[src/rtl/kbd_pkg.sv]
package kbd_pkg;

    localparam int unsigned KBD_ROWS  = 5;
    localparam int unsigned KBD_COLS  = 5;
    localparam int unsigned KBD_SLOTS = 7;
    localparam int unsigned KBD_KEYS  = KBD_ROWS * KBD_COLS;
    localparam int unsigned ROW_W     = $clog2(KBD_ROWS);
    localparam int unsigned COL_W     = $clog2(KBD_COLS);
    localparam int unsigned SLOT_W    = $clog2(KBD_SLOTS);

    typedef logic [KBD_KEYS-1:0] scan_vec_t;

    typedef struct packed {
        logic             valid;
        logic [ROW_W-1:0] row;
        logic [COL_W-1:0] col;
    } key_code_t;

    // Bit r*KBD_COLS+c of the picture is the key at row r, column c.
    // Exactly one bit set gives a valid code; anything else gives no key.
    function automatic key_code_t decode_scan(scan_vec_t pic);
        key_code_t   k;
        int unsigned ones;
        k    = '0;
        ones = 0;
        for (int r = KBD_ROWS - 1; r >= 0; r--) begin
            for (int c = KBD_COLS - 1; c >= 0; c--) begin
                if (pic[r*KBD_COLS + c]) begin
                    ones  = ones + 1;
                    k.row = ROW_W'(r);
                    k.col = COL_W'(c);
                end
            end
        end
        if (ones == 1) begin
            k.valid = 1'b1;
        end else begin
            k = '0;
        end
        return k;
    endfunction

endpackage

[src/rtl/kbd_col_sync.sv]
module kbd_col_sync
    import kbd_pkg::*;
#(
    parameter int unsigned WIDTH = KBD_COLS
) (
    input  logic             clk_i,
    input  logic             rst_i,
    input  logic [WIDTH-1:0] async_i,
    output logic [WIDTH-1:0] sync_o
);

    logic [WIDTH-1:0] stage1_q;
    logic [WIDTH-1:0] stage2_q;

    always_ff @(posedge clk_i) begin
        if (rst_i) begin
            stage1_q <= '0;
            stage2_q <= '0;
        end else begin
            stage1_q <= async_i;
            stage2_q <= stage1_q;
        end
    end

    assign sync_o = stage2_q;

endmodule

[src/rtl/kbd_scan_timer.sv]
module kbd_scan_timer
    import kbd_pkg::*;
#(
    parameter int unsigned SLOT_CLKS = 512,
    localparam int unsigned CNT_W = (SLOT_CLKS > 1) ? $clog2(SLOT_CLKS) : 1
) (
    input  logic                clk_i,
    input  logic                rst_i,
    input  logic                en_i,
    output logic [KBD_ROWS-1:0] row_o,
    output logic [SLOT_W-1:0]   slot_o,
    output logic                sample_o,
    output logic                done_o
);

    localparam logic [CNT_W-1:0]  LAST_CNT  = CNT_W'(SLOT_CLKS - 1);
    localparam logic [SLOT_W-1:0] LAST_SLOT = SLOT_W'(KBD_SLOTS - 1);
    localparam logic [SLOT_W-1:0] ROW_SLOTS = SLOT_W'(KBD_ROWS);

    logic              run_q;
    logic [CNT_W-1:0]  cnt_q;
    logic [SLOT_W-1:0] slot_q;
    logic              slot_end;

    assign slot_end = run_q && (cnt_q == LAST_CNT);

    always_ff @(posedge clk_i) begin
        if (rst_i || !en_i) begin
            run_q  <= 1'b0;
            cnt_q  <= '0;
            slot_q <= '0;
        end else begin
            run_q <= 1'b1;
            if (run_q) begin
                if (slot_end) begin
                    cnt_q  <= '0;
                    slot_q <= (slot_q == LAST_SLOT) ? '0 : slot_q + 1'b1;
                end else begin
                    cnt_q <= cnt_q + 1'b1;
                end
            end
        end
    end

    for (genvar r = 0; r < KBD_ROWS; r++) begin : g_row
        assign row_o[r] = run_q && (slot_q == SLOT_W'(r));
    end

    assign slot_o   = slot_q;
    assign sample_o = slot_end && (slot_q < ROW_SLOTS);
    assign done_o   = slot_end && (slot_q == LAST_SLOT);

endmodule

[src/rtl/kbd_debounce.sv]
module kbd_debounce
    import kbd_pkg::*;
#(
    parameter int unsigned STABLE_SCANS = 256,
    localparam int unsigned RUN_W = $clog2(STABLE_SCANS + 1)
) (
    input  logic                clk_i,
    input  logic                rst_i,
    input  logic                sample_i,
    input  logic [SLOT_W-1:0]   slot_i,
    input  logic                done_i,
    input  logic [KBD_COLS-1:0] col_i,
    output key_code_t           key_o,
    output logic                irq_o
);

    localparam logic [RUN_W-1:0] RUN_TARGET = RUN_W'(STABLE_SCANS);

    scan_vec_t        pic_q;
    scan_vec_t        cand_q;
    logic [RUN_W-1:0] run_q;
    logic [RUN_W-1:0] run_next;
    key_code_t        key_q;
    key_code_t        key_new;
    logic             irq_q;

    // Row slots fill their own field of the picture as they end.
    always_ff @(posedge clk_i) begin
        if (rst_i) begin
            pic_q <= '0;
        end else if (sample_i) begin
            for (int r = 0; r < KBD_ROWS; r++) begin
                if (slot_i == SLOT_W'(r)) begin
                    pic_q[r*KBD_COLS +: KBD_COLS] <= col_i;
                end
            end
        end
    end

    always_comb begin
        if (pic_q == cand_q) begin
            run_next = (run_q == RUN_TARGET) ? run_q : run_q + 1'b1;
        end else begin
            run_next = RUN_W'(1);
        end
        key_new = decode_scan(pic_q);
    end

    always_ff @(posedge clk_i) begin
        if (rst_i) begin
            cand_q <= '0;
            run_q  <= '0;
            key_q  <= '0;
            irq_q  <= 1'b0;
        end else begin
            irq_q <= 1'b0;
            if (done_i) begin
                cand_q <= pic_q;
                run_q  <= run_next;
                if ((run_next == RUN_TARGET) && (key_new != key_q)) begin
                    key_q <= key_new;
                    irq_q <= 1'b1;
                end
            end
        end
    end

    assign key_o = key_q;
    assign irq_o = irq_q;

endmodule

[src/rtl/kbd_matrix_scanner.sv]
module kbd_matrix_scanner
    import kbd_pkg::*;
#(
    parameter int unsigned SLOT_CLKS    = 512,
    parameter int unsigned STABLE_SCANS = 256
) (
    input  logic                clk_i,
    input  logic                rst_i,
    input  logic                en_i,
    input  logic [KBD_COLS-1:0] col_i,
    output logic [KBD_ROWS-1:0] row_o,
    output logic                key_valid_o,
    output logic [ROW_W-1:0]    key_row_o,
    output logic [COL_W-1:0]    key_col_o,
    output logic                irq_o
);

    logic [SLOT_W-1:0]   slot;
    logic                sample;
    logic                done;
    logic [KBD_COLS-1:0] col_sync;
    key_code_t           key;

    kbd_scan_timer #(
        .SLOT_CLKS(SLOT_CLKS)
    ) u_timer (
        .clk_i   (clk_i),
        .rst_i   (rst_i),
        .en_i    (en_i),
        .row_o   (row_o),
        .slot_o  (slot),
        .sample_o(sample),
        .done_o  (done)
    );

    kbd_col_sync #(
        .WIDTH(KBD_COLS)
    ) u_sync (
        .clk_i  (clk_i),
        .rst_i  (rst_i),
        .async_i(col_i),
        .sync_o (col_sync)
    );

    kbd_debounce #(
        .STABLE_SCANS(STABLE_SCANS)
    ) u_debounce (
        .clk_i   (clk_i),
        .rst_i   (rst_i),
        .sample_i(sample),
        .slot_i  (slot),
        .done_i  (done),
        .col_i   (col_sync),
        .key_o   (key),
        .irq_o   (irq_o)
    );

    assign key_valid_o = key.valid;
    assign key_row_o   = key.row;
    assign key_col_o   = key.col;

endmodule

[config.mk]
export PLATFORM = sky130hd
export DESIGN_NAME = kbd_matrix_scanner
export DESIGN_NICKNAME = d
export VERILOG_FILES = /design/src/rtl/kbd_pkg.sv /design/src/rtl/kbd_col_sync.sv /design/src/rtl/kbd_scan_timer.sv /design/src/rtl/kbd_debounce.sv /design/src/rtl/kbd_matrix_scanner.sv
export SDC_FILE = /design/constraint.sdc
export NUM_CORES = 1
export LEC_CHECK = 0
export BUFFER_PORTS_ARGS = -buffer_cell sky130_fd_sc_hd__buf_2
export CELL_PAD_IN_SITES_DETAIL_PLACEMENT = 0
export CELL_PAD_IN_SITES_GLOBAL_PLACEMENT = 2
export CORE_MARGIN = 3
export CORE_UTILIZATION = 35
export DETAILED_ROUTE_END_ITERATION = 7
export GPL_TIMING_DRIVEN = 1
export PLACE_DENSITY_LB_ADDON = 0.1
export SYNTH_ARGS = -nofsm -noshare
export SYNTH_HDL_FRONTEND = slang
export SYNTH_SLANG_ARGS = --single-unit
[constraint.sdc]
create_clock -name clk_i -period 16.6 [get_ports clk_i]
set_input_delay 0 -clock clk_i [delete_from_list [all_inputs] [get_ports clk_i]]
set_output_delay 0 -clock clk_i [all_outputs]
set_load 0.05 [all_outputs]
# Word level (Yosys, flattened, before mapping)
# Index checks and enable logic that the tools add are counted.
# W data, S select, Z words.
# classes
n_addsub,27
n_lt_le_gt_ge,1
eq_ne,11
mux,58
n_bitwise,1
n_reduce_logical,20
# ops
cell,n
$mux W32,24
$add A32 B1 Y32 const B,23
$mux W6,26
$eq A32 B1 Y1 const B,1
$eq A9 B9 Y1 const B,3
$mux W9,3
$eq A25 B25 Y1,1
$add A9 B1 Y9 const B,2
$reduce_and A2 Y1,7
$logic_and A1 B1 Y1,9
$ne A7 B7 Y1,1
$eq A3 B2 Y1 const B,2
$eq A3 B3 Y1 const B,2
$mux W1,4
$add A3 B1 Y3 const B,1
$eq A3 B1 Y1 const B,1
$logic_not A3 Y1,1
$lt A3 B3 Y1 const B,1
$mux W3,1
$add A1 B1 Y2 const B,1
$reduce_or A2 Y1,1
$logic_not A1 Y1,1
$logic_or A1 B1 Y1,1
$not A1 Y1,1
# totals
regBits,90
input_bits,8
out_inout_bits,13
wordCells,134

# Longest topological paths before layout
# Gate-level depths: netlist of run 1.
# logic_depth
depth_word,54
mapped_depth,81
depth_no_buf,81

# Cells and area by module
# From an unflattened synthesis of run 1, not the netlist that was laid out.
# hier_totals
hier_cells,1033
area_unflattened_um2,8418.1
# by_module_without_submodules
module,n_inst,cells_per_inst,area_per_inst_um2,seq_area_each_um2
kbd_debounce,1,937,7526.0,1341.3
kbd_scan_timer,1,76,629.4,260.2
kbd_col_sync,1,20,262.8,200.2

# Least setup slack after synthesis of run 1
# Ideal clock, no wire load.
# synth_timing
path_kind,flip-flop to flip-flop
startpoint,register u_debounce.pic_q[23]
endpoint,"register u_debounce.key_q, in the netlist u_debounce.key_o[4]"
setup_time_ns,0.121
arrival_time_ns,14.702
required_ns,16.479
path_slack_ns,1.778
path_stages_with_launch,80
path_buffers,0
period_less_slack_ns,14.822
cell_sequence,dfxtp_1 > inv_1 > ha_1 > xor2_1 > ha_1 > nand2_1 > o31ai_1 > ha_1 > mux2_2 > ha_1 > nand2_1 > o31ai_4 > nor2_1 > inv_1 > ha_1 > mux2_2 > ha_1 > nor2b_1 > [... 44 more ...] > nand2_1 > o21ai_0 > ha_1 > mux2_2 > ha_1 > mux2_2 > ha_1 > mux2_2 > ha_1 > xor2_1 > nor4b_1 > a21oi_1 > nor3_1 > nor4b_2 > nand2_1 > a2bb2oi_1 > o31ai_2 > mux2_2
# synth_between
elab_chain_len,52
word_cells_on_any_way,80
classes_between,add/sub (23); eq/ne (4); mux (51); reduce/logical (2)
# synth_rtl
item,line_no,rtl
"start, declared",kbd_debounce.sv:19,scan_vec_t pic_q;
"start signal, assigned by index",kbd_debounce.sv:34,pic_q[r*KBD_COLS +: KBD_COLS] <= col_i;
$mux W32,kbd_pkg.sv:28,if (pic[r*KBD_COLS + c]) begin
$add A32 B1 Y32,kbd_pkg.sv:29,ones = ones + 1;
$mux W32,kbd_pkg.sv:28,
$add A32 B1 Y32,kbd_pkg.sv:29,
$mux W32,kbd_pkg.sv:28,
$add A32 B1 Y32,kbd_pkg.sv:29,
$mux W32,kbd_pkg.sv:28,
$add A32 B1 Y32,kbd_pkg.sv:29,
[... 36 more ...],n/a,
$mux W32,kbd_pkg.sv:28,
$add A32 B1 Y32,kbd_pkg.sv:29,
$mux W32,kbd_pkg.sv:28,
$eq A32 B1 Y1,kbd_pkg.sv:35,if (ones == 1) begin
$mux W6 or $mux W1 (tied branches),kbd_pkg.sv:35,
$ne A7 B7 Y1,kbd_debounce.sv:60,if ((run_next == RUN_TARGET) && (key_new != key_q)) begin
$logic_and A1 B1 Y1,kbd_debounce.sv:60,
$reduce_and A2 Y1 (no line),n/a,
"end signal, assigned",kbd_debounce.sv:61,key_q <= key_new;
"end, declared",kbd_debounce.sv:23,key_code_t key_q;
# Several ways; a longest one is shown, not always the timed one.
# A chain may end at the register's enable or synchronous reset.

# Worst setup path after layout of run 1
# Ends and elaborated chain as after synthesis.

==> key figures, run 1 <==
Status
  • Run status: finished, final reports clean

Cells and area
  • Commonest non-fill, non-tap cell in the layout: nand2_1
  • Most frequent cells in the layout: nand2_1 (138), nor2_1 (118), dfxtp_1 (87), xnor2_1 (61), a21oi_1 (59)
  • NumNets Final: ~1100
  • Final Util: 0.401
  • Area Growth Syn to Fin: 10.9%
  • Share of cells above drive strength 1: 0.134
  • # diodes: 0

CTS
  • Clock transition at path regs: 70 ps
  • TritonCTS Buffers: 9
  • H-tree Lvls: 3
  • Clock buffer depth: 2
  • Clock Root Buffer: clkbuf_16
  • CTS tree: done
  • Clock Latency Late Sink: 350 ps
  • Clock sink total: 90

Worst setup path
  • Worst EP required: 16840 ps
  • CP Launch Type: register
  • Crit-path max FO: 6
  • Endpoint class of the critical path: register
  • Critical path data arrival time: 15650 ps
  • CP dominant cell by count: ha_1
  • Worst path slowest cell: dfxtp_4
  • Crit path kind: reg -> reg
  • CP peak stage delay: 380 ps

Drt
  • Antenna viol nets, final: 0
  • Vias post-DR: 7025
  • Starting DRC count in detailed routing: 342
  • First-pass iteration count of the detailed router: 5
  • Final wirelength: between 20000 and 25000 um
  • Via density: 5.13
  • DRC: 0
  • Wire length per cell: approximately 16 um

Place
  • Port bufs: 20
  • GPL Wtd Cong: slightly below 0.8
  • Post-DP HPWL: 16100 um

STA
  • Slew Viols, Final: 0
  • Worst Tran Pin Value: 874 ps
  • Period utilisation layout: 0.929
  • Slew headroom: 0.415
  • Clk_skew: 11.9 ps
  • Tmin final: 15420 ps
  • Final Hold Fails: 0
  • F_max: 0.0649 GHz
  • Finish-stage setup viols: 0

Power
  • P_leak: 3.76 nW
  • Power density over the cells: 48.0 nW/um2
  • Total Power: between 0.0004 and 0.0005 W
  • Combinational share of power: 0.021
  • Clock Power Share: 0.485
  • Seq pwr share: 0.494
  • P_sw: 0.0000990 W
  • Internal power: between 0.0003 and 0.0004 W
  • Net Sw Frac: 0.224
  • Maximum vdd drop: 46.8 uV

Synthesis
  • Synth warnings: 0
  • Syn Area/Cell: 7.97 um2
  • Top cells by area, synth: dfxtp_1 (22%), xnor2_1 (6.4%), nand2_1 (6.3%)
  • Ys flop type: dfxtp_1
  • Post-synth top area share: 0.217
  • Mapped Cells: 1042
  • Synth unique cells: between 100 and 150
  • Cell Area, Synth: ~8300 um2
  • Net Count, Synth: between 1000 and 1500
  • Post-synth EDFFs: 0
  • Synth async-reset ratio: 0
  • Synth Register Bits: 90
  • Largest area contributor in the netlist: dfxtp_1
  • Register area share after synthesis: 0.217

Global routing
  • Antenna violations before repair: 0
  • Total track usage: 0.166
  • Total gr overflow: 0
  • Vias in the first global route: 6626
  • First-pass GRT wire length: 35300 um
  • Largest net degree at the start of global routing: 70

Die
  • Core region area: 23000 um2
  • Core Rows: 55
  • I/O pins: 21
  • Initial Util: 0.362
  • Die X: 160 um
  • Die Area: about 26000 um2
  • Die Y: 160 um

Flow run
  • Maximum capacitance violations: 0

Min path
  • Hold WC Path Type: reg -> reg
## worst paths after layout
| check | start | cells past startpoint | slack (ps) | endpoint |
|---|---|---|---|---|
| max | u_debounce.pic_q[23] | 80 | 1180 | u_debounce.key_o[4] |
| min | u_sync.stage1_q[2] | 1 | 440 | u_sync.sync_o[2] |
| max reg2reg | u_debounce.pic_q[23] | 80 | 1180 | u_debounce.key_o[4] |
| min reg2reg | u_sync.stage1_q[2] | 1 | 440 | u_sync.sync_o[2] |
## power groups by stage
stage / sequential, W / combinational [W] / clock (W)
after detailed placement: 0.000224 / 0.00000709 / 0
after global routing: 0.000219 / 0.0000102 / 0.000231
after global placement: 0.000224 / 0.00000717 / 0
after CTS: 0.000219 / 0.00000925 / 0.000222
final: 0.000219 / 0.00000916 / 0.000215
after floorplan: 0.000223 / 0.00000561 / 0
## cell families (layout without fill, tap and decap cells)
group	after synthesis	count (layout)	share of synthesized area
flops	90	90	0.217
mux	55	55	0.0700
fa+ha+maj	31	31	0.0467
buf+inv	75	90	0.0389
compound gates	200	200	0.163
xor+xnor	134	134	0.197
simple gates	457	457	0.268
## Yosys cell counts, drive strengths merged (31+ instances only)
master,number
nor3,31
nand2,141
a21oi,61
nor2,123
mux2i,42
nand3,31
clkbuf,32
xor2,44
dfxtp,90
ha,31
xnor2,68
o21ai,38
## routing by layer
layer | wire length [um] | share of wire | vias up | GRT usage
li1 | - | - | 3698 | -
met3 | 416 | 0.019 | 9 | 0.0192
met2 | 9830 | 0.46 | 75 | 0.268
met1 | 11200 | 0.52 | 3243 | 0.242
met5 | 0 | 0 | - | 0
met4 | 124 | 0.0058 | 0 | 0.0260
## registers in the layout, summed over array words and instances (netlist names)
name,cells
u_debounce.irq_o,1
u_sync.stage1_q,5
u_timer.slot_o,3
u_debounce.key_o,7
u_timer.run_q,1
u_timer.cnt_q,9
u_debounce.pic_q,25
u_debounce.run_q,9
u_debounce.cand_q,25
u_sync.sync_o,5
## final cells by class
type	count	area, um2
fill	2415	13800
multi-input combinational	877	6270
sequential	90	1810
tap	313	392
timing repair buffer	47	333
clock buffer	10	239
inverter	27	101
clock inverter	6	76.3
## worst max-delay path, delay by kind of cell, from the launching register on
family / cells / cell delay, ps
fa+ha+maj: 23 / 6600
flops: 1 / 380
simple gates: 25 / 3180
compound gates: 15 / 2050
xor+xnor: 2 / 330
mux: 8 / 2140
buf+inv: 7 / 600
## per-stage QoR
step                      setup WS [ps]  hold WS, ps  instances  TNS [ps]  area, um2
final                              1180          439       1370         0       9220
after global routing              -63.2          464       1370      -118       9220
after CTS                           225          444       1361         0       9060
after detailed placement            261          212       1333         0       8630
after global placement              728          208       1333         0       8630
after floorplan                    1780          128       1042         0       8310
## repair_timing
action                                 4_1_cts  5_1_grt
setup endpoints to repair                    0        8
hold buffers                                12        0
gates resized for setup                      0       28
buffers inserted                             0        9
endpoints found under the hold margin       11        0
(Power assumes the default switching activity.)
==> run 2: changes to the inputs <==
- ABC_AREA: unset -> 1
==> run 2 against run 1 <==
  * Worst setup slack better by 1800 ps
  * Design area decreased by 5.2%
  * Routed wire length fell by 9.3%
  * Synthesized cell count is 23% higher
  * Synthesized area is 2.9% lower
  * Critical path depth is 8 higher
  * Non-clock buffer count decreased by 18
  * Register-to-register slack improved by 1800 ps
  * Critical path type unchanged
  * Critical endpoint is now u_debounce.key_o[3]
  * Largest cell class unchanged
==> key figures, run 2 <==
Worst setup path
  • Crit-path max FO: 13 (was 6)
  • CP Buf/Inv Count: 8 (was 7)
  • CP dominant cell by count: nand2_1 (was ha_1)
  • Worst R2R Setup Slack: 2980 ps (was 1180 ps)
  • CP peak stage delay: 410 ps (was 380 ps)
  • Endpoint class of the critical path: register (unchanged)
  • Worst path slowest cell: dfxtp_1 (was dfxtp_4)
  • Family with the most delay on the worst path: adder cells (unchanged)
  • Crit path kind: reg -> reg (unchanged)
  • Critical path data arrival time: 13910 ps (was 15650 ps)
  • CP Launch Type: register (unchanged)
  • Worst EP required: 16880 ps (was 16840 ps)

Global routing
  • Largest net degree at the start of global routing: 66 (was 70)
  • Total track usage: 0.163 (was 0.166)
  • Vias in the first global route: 7202 (was 6626)
  • Total gr overflow: 0 (unchanged)
  • First-pass GRT wire length: 34000 um (was 35300 um)
  • Antenna violations before repair: 0 (unchanged)

Synthesis
  • Synth warnings: 0 (unchanged)
  • Mapped Cells: 1284 (was 1042)
  • Synth unique cells: 52 (was 103)
  • Most common cell in the netlist: nand2_1 (unchanged)
  • Synth Register Bits: 90 (unchanged)
  • Register area share after synthesis: 0.223 (was 0.217)
  • Post-synth EDFFs: 0 (unchanged)
  • Net Count, Synth: 1323 (was 1081)
  • Ys flop type: dfxtp_1 (unchanged)
  • Syn Area/Cell: 6.28 um2 (was 7.97 um2)
  • Post-synth top area share: 0.223 (was 0.217)
  • Synth async-reset ratio: 0 (unchanged)
  • Cell Area, Synth: 8070 um2 (was 8310 um2)
  • Top cells by area, synth: dfxtp_1 (22%), nand2_1 (13%), inv_1 (8.3%) (was dfxtp_1 (22%), xnor2_1 (6.4%), nand2_1 (6.3%))
  • Synth top cells by count: nand2_1 (275), inv_1 (178), nand3_1 (107), nor2_1 (99), dfxtp_1 (90) (was nand2_1 (140), nor2_1 (123), dfxtp_1 (90), xnor2_1 (61), a21oi_1 (60))
  • Largest area contributor in the netlist: dfxtp_1 (unchanged)

CTS
  • Clock buffer depth: 2 (unchanged)
  • CTS tree: done (unchanged)
  • TritonCTS Buffers: 9 (unchanged)
  • Clock Latency Late Sink: 340 ps (was 350 ps)
  • Clock transition at path regs: 70 ps (about the same)
  • Clock Root Buffer: clkbuf_16 (unchanged)
  • H-tree Lvls: 3 (unchanged)
  • Clock sink total: 90 (unchanged)

Power
  • P_leak: 4.32 nW (was 3.76 nW)
  • Power density over the cells: 50.0 nW/um2 (was 48.0 nW/um2)
  • Maximum vdd drop: 41.6 uV (was 46.8 uV)

Die
  • Core region area: 22200 um2 (was 23000 um2)
  • I/O pins: 21 (unchanged)
  • Die Area: 24900 um2 (was 25600 um2)
  • Initial Util: 0.363 (was 0.362)
  • Die X: 158 um (was 160 um)
  • Die Y: 158 um (was 160 um)
  • Core Rows: 54 (was 55)

Min path
  • Hold WC Path Type: in -> reg (was reg -> reg)

STA
  • Finish-stage setup viols: 0 (unchanged)
  • Tmin final: 13620 ps (was 15420 ps)
  • Slew headroom: 0.490 (was 0.415)
  • Final Hold Fails: 0 (unchanged)
  • F_max: 0.0734 GHz (was 0.0649 GHz)
  • Setup TNS: 0 ps (unchanged)
  • Worst Tran Pin Value: 762 ps (was 874 ps)
  • Clk_skew: 7.26 ps (was 11.9 ps)
  • Hold WS: 5.84 ps (was 439 ps)
  • Slew Viols, Final: 0 (unchanged)
  • RSZ-0062 raised after global routing: false
  • Period utilisation layout: 0.821 (was 0.929)

Drt
  • Vias post-DR: 7511 (was 7025)
  • Final wirelength: 19500 um (was 21500 um)
  • Starting DRC count in detailed routing: 309 (was 342)
  • Wire length per cell: 12.4 um (was 15.7 um)
  • First-pass iteration count of the detailed router: 5 (unchanged)
  • DRC: 0 (unchanged)
  • Via density: 4.77 (was 5.13)
  • Antenna viol nets, final: 0 (unchanged)

Cells and area
  • Area Growth Syn to Fin: 8.31% (was 10.9%)
  • Largest registers: u_debounce.cand_q x25, u_debounce.pic_q x25 (unchanged)
  • Fillers: 2445 (was 2415)
  • Commonest non-fill, non-tap cell in the layout: nand2_1 (unchanged)
  • # diodes: 0 (unchanged)
  • Share of cells above drive strength 1: 0.179 (was 0.134)
  • Most frequent cells in the layout: nand2_1 (275), inv_1 (178), nand3_1 (107), nor2_1 (98), dfxtp_1 (90) (was nand2_1 (138), nor2_1 (118), dfxtp_1 (87), xnor2_1 (61), a21oi_1 (59))
  • NumNets Final: 1329 (was 1091)

Flow run
  • Maximum capacitance violations: 0 (unchanged)

Place
  • Port bufs: 20 (unchanged)
  • GPL Wtd Cong: 0.779 (was 0.775)
  • Post-DP HPWL: 15500 um (was 16100 um)

Status
  • Run status: finished, final reports clean (unchanged)
## run 2: changes by cell type after synthesis, sizes merged, moves of 26 or more
cell,delta
nand3,+138
inv,+165
xor2,-26
xnor2,-56
o21ai,+41
mux2i,-42
nand2,+222
## run 2: final cells by class
cell class                      count  area [um2]  share of cell area
Clock buffer                        9         225              0.0258
Inverter                          198         748              0.0856
Tap cell                          280         350              0.0401
Multi-Input combinational cell    962        5360               0.613
Sequential cell                    90        1800               0.206
Clock inverter                      7        75.1             0.00859
Timing Repair Buffer               29         183              0.0209
## run 2: through the flow
stage / util / cells / total power (W) / worst slack, ps / instance area (um2)
4_1_cts: 0.393 / 1575 / 0.000443 / 2840 / 8740
3_5_place_dp: 0.377 / 1553 / 0.000233 / 2900 / 8380
3_3_place_gp: 0.377 / 1553 / 0.000233 / 3210 / 8380
5_1_grt: 0.393 / 1575 / 0.000453 / 1560 / 8740
6_report: 0.393 / 1575 / 0.000437 / 2980 / 8740
2_1_floorplan: - / 1284 / 0.000229 / 4170 / 8070
## run 2: routing by layer
metal	vias up	wire length (um)	share of wire	track usage
met5	-	0	0	0
met4	0	153	0.0078	0.0331
met3	12	376	0.019	0.0167
met2	62	8360	0.43	0.261
met1	3273	10600	0.54	0.239
li1	4164	-	-	-
## run 2: path summary, 6_finish.rpt
check / endpoint / cells after the start / start
min: u_sync.stage1_q[0] / 2 / rst_i
max reg2reg: u_debounce.key_o[3] / 88 / u_debounce.pic_q[23]
max: u_debounce.key_o[3] / 88 / u_debounce.pic_q[23]
min reg2reg: u_sync.sync_o[2] / 2 / u_sync.stage1_q[2]
## run 2: cells by family after synthesis
logic type / after synthesis / synth area share
flip-flops: 90 / 0.223
XOR/XNOR: 30 / 0.0326
AO/OA/AOI/OAI: 184 / 0.124
adder cells (fa/ha/maj): 31 / 0.0481
buffers and inverters: 232 / 0.114
AND/OR/NAND/NOR: 717 / 0.458
## run 2: power by group
part / internal [W] / leakage (nW) / switching (W)
registers: 0.000217 / 0.727 / 0.00000163
logic: 0.00000341 / 3.44 / 0.00000633
clock network: 0.000118 / 0.151 / 0.0000900
## run 2: what timing repair did
item / 4_1_cts / 5_1_grt
setup endpoints to repair: 0 / 0
buffers inserted: 0 / 0
endpoints found under the hold margin: 8 / 0
gates resized for setup: 0 / 0
hold buffers: 6 / 0
==> run 3: changes to the inputs <==
- ABC_AREA: 1 -> 0
- clock period: 16.6 -> 11.2 ns (I/O delays scaled with it)
==> run 3 against run 2 <==
  * The flow now finishes with violations (setup timing)
  * Via count increased by 9.2%
  * Sequential power increased by 48%
  * Total power increased by 49%
  * Clock-buffer cell count increased by 3
  * Design area increased by 39%
  * Worst hold slack improved by 4.0 ps
  * Die area increased by 2.9%
  * Global-route usage increased by 3.1 points
  * Register-to-register slack got worse by 5500 ps
  * Core utilization increased by 13 points
  * Largest power group unchanged
  * Highest routed layer unchanged
==> key figures, run 3 (synthesized netlist as in run 1, its figures left out) <==
CTS
  • H-tree Lvls: 3 (unchanged)
  • Clock Latency Late Sink: 340 ps (about the same)
  • Clock sink total: 90 (unchanged)
  • TritonCTS Buffers: 9 (unchanged)
  • Clock Root Buffer: clkbuf_16 (unchanged)
  • Clock buffer depth: 2 (unchanged)
  • CTS tree: done (unchanged)
  • Clock transition at path regs: 60 ps (was 70 ps)

Global routing
  • First-pass GRT wire length: 41800 um (was 34000 um)
  • Largest net degree at the start of global routing: 49 (was 66)
  • Antenna violations before repair: 0 (unchanged)
  • Vias in the first global route: 8211 (was 7202)
  • Total track usage: 0.195 (was 0.163)
  • Total gr overflow: 0 (unchanged)

Drt
  • Via density: 5.04 (was 4.77)
  • First-pass iteration count of the detailed router: 8 (was 5)
  • Starting DRC count in detailed routing: 439 (was 309)
  • Vias post-DR: 8204 (was 7511)
  • Antenna viol nets, final: 0 (unchanged)
  • DRC: 0 (unchanged)
  • Final wirelength: 25200 um (was 19500 um)
  • Wire length per cell: 15.5 um (was 12.4 um)

Place
  • Placed inst area: 10000 um2 (was 8380 um2)
  • Port bufs: 20 (unchanged)
  • GPL Wtd Cong: 0.784 (was 0.779)
  • Dpl ws: -3440 ps (was 2900 ps)
  • Post-DP HPWL: 17300 um (was 15500 um)

Worst setup path
  • Endpoint class of the critical path: register (unchanged)
  • Worst r2r path cells: 80 (was 88)
  • Capturing point of the worst reg2reg path: u_debounce.key_o[5] (was u_debounce.key_o[3])
  • Worst path slowest cell: o41a_1 (was dfxtp_1)
  • Worst R2R Setup Slack: -2560 ps (was 2980 ps)
  • Family with the most delay on the worst path: adder cells (unchanged)
  • Crit path kind: reg -> reg (unchanged)
  • CP Launch Type: register (unchanged)
  • Worst EP required: 11430 ps (was 16880 ps)
  • Crit-path max FO: 4 (was 13)
  • Critical path data arrival time: 13990 ps (was 13910 ps)
  • CP Buf/Inv Count: 8 (unchanged)
  • Reg-to-Reg Start: u_debounce.pic_q[24] (was u_debounce.pic_q[23])
  • CP peak stage delay: 450 ps (was 410 ps)
  • CP dominant cell by count: ha_4 (was nand2_1)

Status
  • Violated checks: setup timing
  • Run status: finished, violations left (was finished, final reports clean)

Die
  • Die Y: 160 um (was 158 um)
  • Core Rows: 55 (was 54)
  • Die Area: 25600 um2 (was 24900 um2)
  • Initial Util: 0.362 (was 0.363)
  • Die X: 160 um (was 158 um)
  • I/O pins: 21 (unchanged)
  • Core region area: 23000 um2 (was 22200 um2)

STA
  • Tmin final: 13760 ps (was 13620 ps)
  • Final Hold Fails: 0 (unchanged)
  • Hold WS: 9.87 ps (was 5.84 ps)
  • Period utilisation layout: 1.23 (was 0.821)
  • Finish-stage setup viols: 8 (was 0)
  • Clk_skew: 6.19 ps (was 7.26 ps)
  • Slew Viols, Final: 0 (unchanged)
  • F_max: 0.0727 GHz (was 0.0734 GHz)
  • Worst Tran Pin Value: 748 ps (was 762 ps)
  • Slew headroom: 0.499 (was 0.490)
  • RSZ-0062 raised after global routing: true (was false)
  • Final worst slack: -2560 ps (was 2980 ps)

Min path
  • Min-Delay Path Depth: 3 (was 2)
  • Hold WC Path Type: in -> reg (unchanged)
  • Launch point of the worst hold path: en_i (was rst_i)
  • WHS Endpoint: u_timer.run_q (was u_sync.stage1_q[0])

Power
  • Power density over the cells: 53.7 nW/um2 (was 50.0 nW/um2)
  • Maximum vdd drop: 89.4 uV (was 41.6 uV)
  • Total Power: 0.000651 W (was 0.000437 W)
  • P_leak: 5.27 nW (was 4.32 nW)

Cells and area
  • Area Growth Syn to Fin: 45.8% (was 8.31%)
  • Most frequent cells in the layout: buf_4 (261), nand2_1 (125), nor2_1 (109), dfxtp_1 (88), xnor2_1 (54) (was nand2_1 (275), inv_1 (178), nand3_1 (107), nor2_1 (98), dfxtp_1 (90))
  • Final Instance Area: 12100 um2 (was 8740 um2)
  • NumNets Final: 1350 (was 1329)
  • Largest registers: u_debounce.cand_q x25, u_debounce.pic_q x25 (unchanged)
  • Share of cells above drive strength 1: 0.378 (was 0.179)
  • Final Util: 0.527 (was 0.393)
  • Commonest non-fill, non-tap cell in the layout: buf_4 (was nand2_1)
  • # diodes: 0 (unchanged)

Flow run
  • Maximum capacitance violations: 0 (unchanged)
==> run 3: where the power goes <==
part           internal [W]  leakage [nW]  switching [W]
clock              0.000192         0.150       0.000123
sequential         0.000322         0.729     0.00000271
combinational    0.00000432          4.39     0.00000740
total              0.000518          5.27       0.000133
==> run 3: area by class of cell <==
| cell class | count | area (um2) |
|---|---|---|
| Fill cell | 2226 | 10900 |
| Multi-Input combinational cell | 877 | 7150 |
| Timing Repair Buffer | 306 | 2340 |
| Sequential cell | 90 | 1810 |
| Tap cell | 313 | 392 |
| Clock buffer | 12 | 268 |
| Inverter | 27 | 106 |
| Clock inverter | 3 | 46.3 |
==> run 3: how the worst max path moves through the flow <==
| stage | startpoint | endpoint | slack, ps | depth (start not counted) |
|---|---|---|---|---|
| after detailed placement | u_debounce.pic_q[24] | u_debounce.key_o[5] | -3440 | 79 |
| after global placement | u_debounce.pic_q[24] | u_debounce.key_o[5] | -3000 | 79 |
| after CTS | u_debounce.pic_q[23] | u_debounce.key_o[5] | -2550 | 79 |
| after floorplan | u_debounce.pic_q[23] | u_debounce.key_o[4] | -3020 | 79 |
| after global routing | u_debounce.pic_q[24] | u_debounce.key_o[5] | -3130 | 79 |
| final | u_debounce.pic_q[24] | u_debounce.key_o[5] | -2560 | 80 |
==> run 3: repair_timing <==
| action | in CTS | in global routing |
|---|---|---|
| endpoints found under the hold margin | 5 | 0 |
| gates resized for setup | 78 | 81 |
| setup endpoints to repair | 8 | 8 |
| pin swaps | 66 | 48 |
| hold buffers | 5 | 0 |
| buffers inserted | 117 | 20 |
==> run 3: stage by stage <==
stage	instances	setup TNS, ps
global route	1628	-23560
finish	1628	-18970
detailed placement	1489	-25200
CTS	1622	-19090
floorplan	1042	-21580
global placement	1489	-21790
==> run 3: metal layers <==
layer / vias up / global-route usage / share of wire
met1: 3837 / 0.268 / 0.49
met5: - / 0 / 0
met4: 0 / 0.0521 / 0.020
met2: 114 / 0.329 / 0.48
li1: 4214 / - / -
met3: 39 / 0.0158 / 0.017
==> run 3: worst min-delay path: cells and delay by family <==
family / cells / cell delay, ps
simple gates: 1 / 130
buf+inv: 2 / 180
